--- config.mk ---
export PLATFORM = sky130hd
export DESIGN_NAME = keyed_cfg_bank
export DESIGN_NICKNAME = d
export VERILOG_FILES = /design/src/rtl/keyed_cfg_pkg.sv /design/src/rtl/cfg_key_lock.sv /design/src/rtl/cfg_refuse_log.sv /design/src/rtl/cfg_reg_array.sv /design/src/rtl/keyed_cfg_bank.sv
export SDC_FILE = /design/constraint.sdc
export NUM_CORES = 1
export LEC_CHECK = 0
export ABC_AREA = 1
export BUFFER_PORTS_ARGS = -buffer_cell sky130_fd_sc_hd__buf_2
export CORE_MARGIN = 2
export CORE_UTILIZATION = 27
export DETAILED_ROUTE_END_ITERATION = 10
export SETUP_SLACK_MARGIN = 0.5
export SLEW_MARGIN = 25
export SYNTH_ARGS = -nofsm -noshare
export SYNTH_HDL_FRONTEND = slang
export SYNTH_SLANG_ARGS = --single-unit
--- constraint.sdc ---
create_clock -name clk -period 3.27 [get_ports clk]
set_clock_uncertainty 0.15 [all_clocks]
set_input_delay 0.4905 -clock clk [delete_from_list [all_inputs] [get_ports clk]]
set_output_delay 0.4905 -clock clk [all_outputs]
set_load 0.02 [all_outputs]
--- src/rtl/keyed_cfg_pkg.sv ---
package keyed_cfg_pkg;

  typedef enum logic [1:0] {
    REV_BASE = 2'd0,
    REV_B1   = 2'd1,
    REV_B2   = 2'd2,
    REV_RSVD = 2'd3
  } rev_e;

  localparam int STAT_CNT_LSB = 8;

endpackage

--- src/rtl/cfg_key_lock.sv ---
module cfg_key_lock #(
  parameter int                DATA_W = 32,
  parameter logic [DATA_W-1:0] MAGIC  = 32'h1688_A8A8
) (
  input  logic              clk,
  input  logic              rst,
  input  logic              key_wr,
  input  logic [DATA_W-1:0] key_data,
  output logic              lock_q
);
  // Only the comparison result is kept; the written word is discarded.
  always_ff @(posedge clk) begin
    if (rst)         lock_q <= 1'b0;
    else if (key_wr) lock_q <= (key_data == MAGIC);
  end
endmodule

--- src/rtl/cfg_refuse_log.sv ---
module cfg_refuse_log #(
  parameter int CNT_W = 8
) (
  input  logic             clk,
  input  logic             rst,
  input  logic             refuse,
  input  logic             clr_flag,
  input  logic             clr_cnt,
  output logic             flag_q,
  output logic [CNT_W-1:0] cnt_q
);
  localparam logic [CNT_W-1:0] CNT_MAX = {CNT_W{1'b1}};

  always_ff @(posedge clk) begin
    if (rst) begin
      flag_q <= 1'b0;
      cnt_q  <= '0;
    end else begin
      if (refuse)        flag_q <= 1'b1;
      else if (clr_flag) flag_q <= 1'b0;
      if (refuse) begin
        if (cnt_q != CNT_MAX) cnt_q <= cnt_q + 1'b1;
      end else if (clr_cnt) begin
        cnt_q <= '0;
      end
    end
  end
endmodule

--- src/rtl/cfg_reg_array.sv ---
module cfg_reg_array
  import keyed_cfg_pkg::*;
#(
  parameter int                DATA_W    = 32,
  parameter int                ADDR_W    = 6,
  parameter int                NUM_REGS  = 16,
  parameter int                STAT_IDX  = 0,
  parameter int                KEY_IDX   = 1,
  parameter int                RO_IDX    = 4,
  parameter logic [DATA_W-1:0] RO_RST    = 32'h5A3C_C3A5,
  parameter logic [DATA_W-1:0] RO_MASK_A = 32'hFF00_0000,
  parameter logic [DATA_W-1:0] RO_MASK_B = 32'h00FF_00F0
) (
  input  logic                       clk,
  input  logic                       rst,
  input  logic                       wr_en,
  input  logic [ADDR_W-1:0]          wr_idx,
  input  logic [DATA_W/8-1:0]        wr_be,
  input  logic [DATA_W-1:0]          wr_data,
  input  logic [1:0]                 rev,
  output logic [NUM_REGS*DATA_W-1:0] regs_flat
);
  localparam int BE_W = DATA_W / 8;

  logic [DATA_W-1:0] be_mask;
  logic [DATA_W-1:0] ro_mask;

  always_comb begin
    for (int b = 0; b < BE_W; b++) be_mask[8*b +: 8] = {8{wr_be[b]}};
  end

  always_comb begin
    case (rev_e'(rev))
      REV_BASE:       ro_mask = RO_MASK_A;
      REV_B1, REV_B2: ro_mask = RO_MASK_B;
      default:        ro_mask = RO_MASK_A | RO_MASK_B;
    endcase
  end

  for (genvar i = 0; i < NUM_REGS; i++) begin : g_slot
    if (i == STAT_IDX || i == KEY_IDX) begin : g_hole
      assign regs_flat[i*DATA_W +: DATA_W] = '0;
    end else begin : g_store
      logic [DATA_W-1:0] q;
      logic [DATA_W-1:0] merged;
      logic              hit;
      assign hit = wr_en && (wr_idx == ADDR_W'(i));
      if (i == RO_IDX) begin : g_ro
        always_comb begin
          merged = (q & ~be_mask) | (wr_data & be_mask);
          merged = (merged & ~ro_mask) | (q & ro_mask);
        end
        always_ff @(posedge clk) begin
          if (rst)      q <= RO_RST;
          else if (hit) q <= merged;
        end
      end else begin : g_rw
        assign merged = (q & ~be_mask) | (wr_data & be_mask);
        always_ff @(posedge clk) begin
          if (rst)      q <= '0;
          else if (hit) q <= merged;
        end
      end
      assign regs_flat[i*DATA_W +: DATA_W] = q;
    end
  end
endmodule

--- src/rtl/keyed_cfg_bank.sv ---
module keyed_cfg_bank
  import keyed_cfg_pkg::*;
#(
  parameter int                DATA_W    = 32,
  parameter int                ADDR_W    = 6,
  parameter int                NUM_REGS  = 16,
  parameter int                STAT_IDX  = 0,
  parameter int                KEY_IDX   = 1,
  parameter int                WIN_END   = 12,
  parameter int                RO_IDX    = 4,
  parameter int                CNT_W     = 8,
  parameter logic [DATA_W-1:0] MAGIC     = 32'h1688_A8A8,
  parameter logic [DATA_W-1:0] RO_RST    = 32'h5A3C_C3A5,
  parameter logic [DATA_W-1:0] RO_MASK_A = 32'hFF00_0000,
  parameter logic [DATA_W-1:0] RO_MASK_B = 32'h00FF_00F0
) (
  input  logic                clk,
  input  logic                rst,
  input  logic                req,
  input  logic                we,
  input  logic [ADDR_W-1:0]   addr,
  input  logic [DATA_W/8-1:0] be,
  input  logic [DATA_W-1:0]   wdata,
  input  logic [1:0]          rev,
  output logic [DATA_W-1:0]   rdata,
  output logic                ready
);
  localparam int              IDX_W  = $clog2(NUM_REGS);
  localparam logic [ADDR_W-1:0] STAT_A = ADDR_W'(STAT_IDX);
  localparam logic [ADDR_W-1:0] KEY_A  = ADDR_W'(KEY_IDX);
  localparam logic [ADDR_W:0]   WIN_A  = (ADDR_W+1)'(WIN_END);
  localparam logic [ADDR_W:0]   NUM_A  = (ADDR_W+1)'(NUM_REGS);

  logic                       wr_cyc, hit_key, hit_stat, mapped, in_win;
  logic                       lock_q, refuse, store_wr, clr_flag, clr_cnt;
  logic                       err_flag;
  logic [CNT_W-1:0]           err_cnt;
  logic [NUM_REGS*DATA_W-1:0] store_flat;
  logic [IDX_W-1:0]           idx;
  logic [DATA_W-1:0]          rd_next;

  assign wr_cyc   = req && we;
  assign hit_key  = (addr == KEY_A);
  assign hit_stat = (addr == STAT_A);
  assign mapped   = ({1'b0, addr} < NUM_A);
  assign in_win   = (addr > KEY_A) && ({1'b0, addr} < WIN_A);
  assign idx      = addr[IDX_W-1:0];

  assign refuse   = wr_cyc && in_win && !lock_q;
  assign store_wr = wr_cyc && mapped && !hit_key && !hit_stat && !(in_win && !lock_q);
  assign clr_flag = wr_cyc && hit_stat && be[0] && wdata[0];
  assign clr_cnt  = wr_cyc && hit_stat && be[0] && wdata[1];

  cfg_key_lock #(.DATA_W(DATA_W), .MAGIC(MAGIC)) u_lock (
    .clk      (clk),
    .rst      (rst),
    .key_wr   (wr_cyc && hit_key),
    .key_data (wdata),
    .lock_q   (lock_q)
  );

  cfg_refuse_log #(.CNT_W(CNT_W)) u_log (
    .clk      (clk),
    .rst      (rst),
    .refuse   (refuse),
    .clr_flag (clr_flag),
    .clr_cnt  (clr_cnt),
    .flag_q   (err_flag),
    .cnt_q    (err_cnt)
  );

  cfg_reg_array #(
    .DATA_W(DATA_W), .ADDR_W(ADDR_W), .NUM_REGS(NUM_REGS),
    .STAT_IDX(STAT_IDX), .KEY_IDX(KEY_IDX), .RO_IDX(RO_IDX),
    .RO_RST(RO_RST), .RO_MASK_A(RO_MASK_A), .RO_MASK_B(RO_MASK_B)
  ) u_regs (
    .clk       (clk),
    .rst       (rst),
    .wr_en     (store_wr),
    .wr_idx    (addr),
    .wr_be     (be),
    .wr_data   (wdata),
    .rev       (rev),
    .regs_flat (store_flat)
  );

  always_comb begin
    rd_next = '0;
    if (hit_stat) begin
      rd_next[0] = err_flag;
      rd_next[STAT_CNT_LSB +: CNT_W] = err_cnt;
    end else if (hit_key) begin
      rd_next[0] = lock_q;
    end else if (mapped) begin
      rd_next = store_flat[idx*DATA_W +: DATA_W];
    end
  end

  always_ff @(posedge clk) begin
    if (rst) begin
      ready <= 1'b0;
      rdata <= '0;
    end else begin
      ready <= req;
      rdata <= (req && !we) ? rd_next : '0;
    end
  end
endmodule

# Word-level counts from Yosys, hierarchy flattened
# Index checks and enable logic that the tools add are counted.
classes:
  n_bitwise: 36
  magnitude_cmp: 3
  multipliers: 0
  shift: 1
  div_mod_pow: 0
  muxes: 11
  n_addsub: 1
  eq_ne: 20
  reduce_logical: 42
op_table:
  columns: ["cell", "count"]
  rows:
  - ["$and A32 B32 Y32", 17]
  - ["$shiftx A512 B10 Y32", 1]
  - ["$or A32 B32 Y32", 15]
  - ["$not A32 Y32", 2]
  - ["$pmux W32 S2", 1]
  - ["$eq A6 B4 Y1 const B", 8]
  - ["$eq A32 B29 Y1 const B", 1]
  - ["$mux W8", 4]
  - ["$logic_and A1 B1 Y1", 29]
  - ["$eq A6 B3 Y1 const B", 4]
  - ["$mux W16", 1]
  - ["$mux W15", 1]
  - ["$eq A6 B2 Y1 const B", 2]
  - ["$add A8 B1 Y8 const B", 1]
  - ["$ne A8 B8 Y1 const B", 1]
  - ["$eq A6 B1 Y1 const B", 1]
  - ["$gt A6 B1 Y1 const B", 1]
  - ["$logic_not A6 Y1", 1]
  - ["$lt A6 B4 Y1 const B", 1]
  - ["$lt A6 B5 Y1 const B", 1]
  - ["$logic_not A1 Y1", 5]
  - ["$reduce_or A5 Y1", 1]
  - ["$mux W1", 4]
  - ["$reduce_bool A2 Y1", 2]
  - ["7 further kinds", 9]
totals:
  romBits: 0
  input_bits: 48
  n_memories: 0
  output_inout_bits: 33
  wordCells: 134
  latch_bits: 0
  register_bits: 491
  mem_bits_rw: 0

# Depth between registers and ports, before layout
depth:
  depth_word: 6
  depth_mapped: 11
  depth_no_buf: 10

# Modules after synthesis
# A second synthesis with hierarchy kept.
unflattened:
  cells_unflattened: 3709
  hier_area_um2: 24812.5
by_module_without_submodules:
  columns: ["module", "cells_per_inst", "area_each_um2", "seq_area_each_um2", "instances"]
  rows:
  - ["cfg_reg_array", 2501, 18585.3, 8968.6, 1]
  - ["keyed_cfg_bank", 1083, 5492.8, 660.6, 1]
  - ["cfg_refuse_log", 70, 503.0, 180.2, 1]
  - ["cfg_key_lock", 55, 231.5, 20.0, 1]

# Worst setup path before layout
# No wires, ideal clock.
synth_path:
  path_type: "in2reg"
  start: "input addr[5]"
  end: "register with a tool-made name"
  required_ns: 3.005
  arrival_time_ns: 1.834
  path_slack_ns: 1.171
  setup_ns: 0.115
  path_stages: 7
  n_path_buf: 1
  path_cell_list: "nor2_1 > inv_2 > nor3_1 > buf_2 > nand3_1 > nor2_1 > nor2_1"
synth_rtl:
  columns: ["item", "line_no", "source"]
  rows:
  - ["start: declaration", "keyed_cfg_bank.sv:21", "input logic [ADDR_W-1:0] addr,"]

==> out/qor.csv <==
stage,metric,value,unit
status,status,completed,
worst_setup_path,r2r worst-path depth,9,
grt,GRT Total Usage,17.75,%
placed_design,final RePlAce weighted congestion,0.8356,
clock_network,postcts setup bufs,0,
pwr,maximum vdd ir drop,0.0003892,V
logic_synthesis,asr flop ratio synth,0,%
sta,setup ws final,0.6719,ns
drt,Pre-antenna DRT Iters,5,
grt,vias in the first global route,19620,
worst_setup_path,Worst path max stage delay,0.52,ns
grt,largest net degree at the start of global routing,157,
job,Max-cap violations,0,
logic_synthesis,synthesized area per cell,6.995,um2
pwr,Power Total,12760,uW
drt,"antenna viol nets, final",0,
logic_synthesis,Synth top area share,45.59,%
grt,initial antenna violation count,0,
final_layout,Register Area,9829,um2
final_layout,n_diodes,0,
worst_setup_path,Worst Path Arrival,2.93,ns
final_layout,Final nets,3121,
logic_synthesis,Cells after Synth,3082,
drt,Via density,5.072,
floorplan,number of I/O pins,81,
placed_design,DP Worst Slack,0.1908,ns
pwr,Lkg Pwr,0.009164,uW
worst_setup_path,most frequent CP cell,nand2_1,
clock_network,Worst-path clk slew,0.06,ns
hold_path,worst min path class,in -> reg,
worst_setup_path,slowest CP cell,dlygate4sd3_1,
worst_setup_path,reg-to-reg setup timing slack,1.00,ns
logic_synthesis,most common cell in the netlist,nand2_1,
worst_setup_path,Setup crit end kind,flop,
pwr,Pwr per Cell Area,513.3,nW/um2
worst_setup_path,CP required,3.60,ns
clock_network,Root Buffer,clkbuf_16,
clock_network,CTS tree,built,
drt,Routed WL per cell,17.98,um
floorplan,Die X,286.6,um
final_layout,layout cells sized above 1,10.24,%
clock_network,Sink Count,491,
logic_synthesis,"area leader, netlist",dfxtp_1,
logic_synthesis,Post-synth EDFFs,0,
logic_synthesis,synth top area cells,"dfxtp_1, nand2_1, a21oi_1",
floorplan,Core Area,79000,um2
hold_path,WHS Path Cells,3,
grt,gr ovfl total,0,
sta,final setup TNS,0,ns
worst_setup_path,CP cell instances,dlygate4sd3_1 > buf_2 > nand2_1 > inv_1 > nand2_1 > nor2_4 > nand2_1 > nor2_2 > inv_1 > nand2_1 > nand3_1,
worst_setup_path,FF-to-FF Start,u_lock.lock_q,
drt,Via Count,21120,
floorplan,DIE AREA,82120,um2
floorplan,row cnt,103,
worst_setup_path,Worst Setup Path Type,in -> reg,
sta,Final min period,2.598,ns
clock_network,CTS Buffer Depth,3,
sta,worst hold slack,0.1542,ns
floorplan,Starting Density,27.29,%
clock_network,clk_lat worst skew,0.62,ns
worst_setup_path,CP Launch Type,primary input,
pwr,internal power,9655,uW
final_layout,Area growth syn-to-layout,15.30,%
clock_network,cts bufs inserted,53,
drt,DR iter-0 viols,2011,
clock_network,htree depth,2,
placed_design,Detail Placement HPWL,46730,um
floorplan,DIE HEIGHT,286.6,um
final_layout,Filler Cell Count,8578,
logic_synthesis,number of synthesis warnings,0,
logic_synthesis,most frequent cells after synthesis,"nand2_1, dfxtp_1, a21oi_1",
sta,unrepaired setup endpoints after global routing,false,
logic_synthesis,syn nets,3132,
pwr,Sequential Power Share,46.9,%
pwr,Logic pwr share,5.0,%
sta,worst slew pin tran,0.9163,ns
pwr,switching fraction of total power,24.33,%
drt,final WL,74880,um
logic_synthesis,Main synth FF type,dfxtp_1,
pwr,Psw,3104,uW
logic_synthesis,Mapped Area,21560,um2
logic_synthesis,Seq cells post-synth,491,
pwr,Clk pwr share,48.1,%
drt,# DRC,0,
placed_design,PortBufs,80,
sta,final hold violation count,0,
worst_setup_path,CP Max Fanout,9,
sta,crit share post-route,79.45,%
hold_path,hold path start,wdata[26],
final_layout,multi-input combinational cell area,10650,um2
sta,relative slew slack,38.58,%
placed_design,dpl cells,4065,
sta,Pins Over Slew Limit,0,
sta,"Setup violations, final",0,
logic_synthesis,Yosys cell types,27,
sta,fmax,384.9,MHz
logic_synthesis,"Seq/Total Area, Yosys",45.59,%
grt,first-pass GRT wire length,116100,um
final_layout,Layout Cells excl Fill,4165,
## cell usage in the layout (no fill, tap or decap), types with 5 or more instances in the layout
cell type  synthesis  final
buf_12             0      6
clkbuf_1         163     16
clkinv_2           0     10
clkbuf_16          0     53
nor3_1             6      5
nand4_1          157    157
dfxtp_1          491    491
nor2_1           117    111
a22oi_1          129    129
nor3_2             9      8
nand2_1         1281   1281
o21ai_0           43     43
buf_2             32     79
a21oi_1          429    429
nand3_1           60     59
nor2_4             0      6
inv_2             36     35
buf_4              1     61
inv_1             42     42
nand3_2           31     32
a22o_1            20     20
clkbuf_8           0     15
## cell type report
type,count,area share (%)
multi-input cells,2297,42.84
flip-flops and latches,491,39.54
clock buffers,84,6.408
well taps,1050,5.285
repair buffers,148,4.017
inverters,80,1.213
clock inverters,15,0.6946
## cell families after synthesis
group	Yosys count	share of synthesized area, %
AND/OR/NAND/NOR	1671	32.59
flip-flops	491	45.59
adder cells (fa/ha/maj)	2	0.1161
AO/OA/AOI/OAI	622	16.29
buffers and inverters	294	5.322
XOR/XNOR	2	0.08127
## worst max path at each step
stage                        from   end  slack [ns]  depth (start not counted)
after floorplan           addr[5]  flop        1.17                          7
after global placement    addr[5]  flop        0.02                          9
after detailed placement  addr[5]  flop        0.19                          9
after CTS                     req  flop        0.67                         11
after global routing          req  flop        0.50                         11
final                         req  flop        0.67                         11
## metal layers
layer / wire (um) / share of wire, % / GRT usage [%]
met1: 34810 / 46 / 25.26
met2: 32960 / 44 / 27.01
met3: 5016 / 6.7 / 2.933
met4: 2094 / 2.8 / 6.126
met5: 0 / 0 / 0
## repair_timing
item / in CTS / in global routing
hold endpoints to repair: 1 / 0
resized for setup: 0 / 1
hold buffers: 1 / 0
endpoints found under the setup margin: 0 / 8
## metrics by stage
stage,util [%],area (um2)
final,31.47,24860
after global routing,31.47,24860
after CTS,31.45,24850
after detailed placement,29.21,23070
after global placement,29.20,23070
after floorplan,-,21560
## power groups by stage
stage | Sequential [uW] | Clock [uW] | Combinational (uW)
2_1_floorplan | 6120 | 0 | 331
3_3_place_gp | 6120 | 0 | 624
3_5_place_dp | 6120 | 0 | 622
4_1_cts | 5980 | 6230 | 624
5_1_grt | 5980 | 6460 | 668
6_report | 5980 | 6140 | 636
## worst max-delay path: cells and delay by family
kind | cells | cell delay (ns)
simple gates | 7 | 1.40
buf+inv | 4 | 1.05
Power figures use the tool's default switching activity.
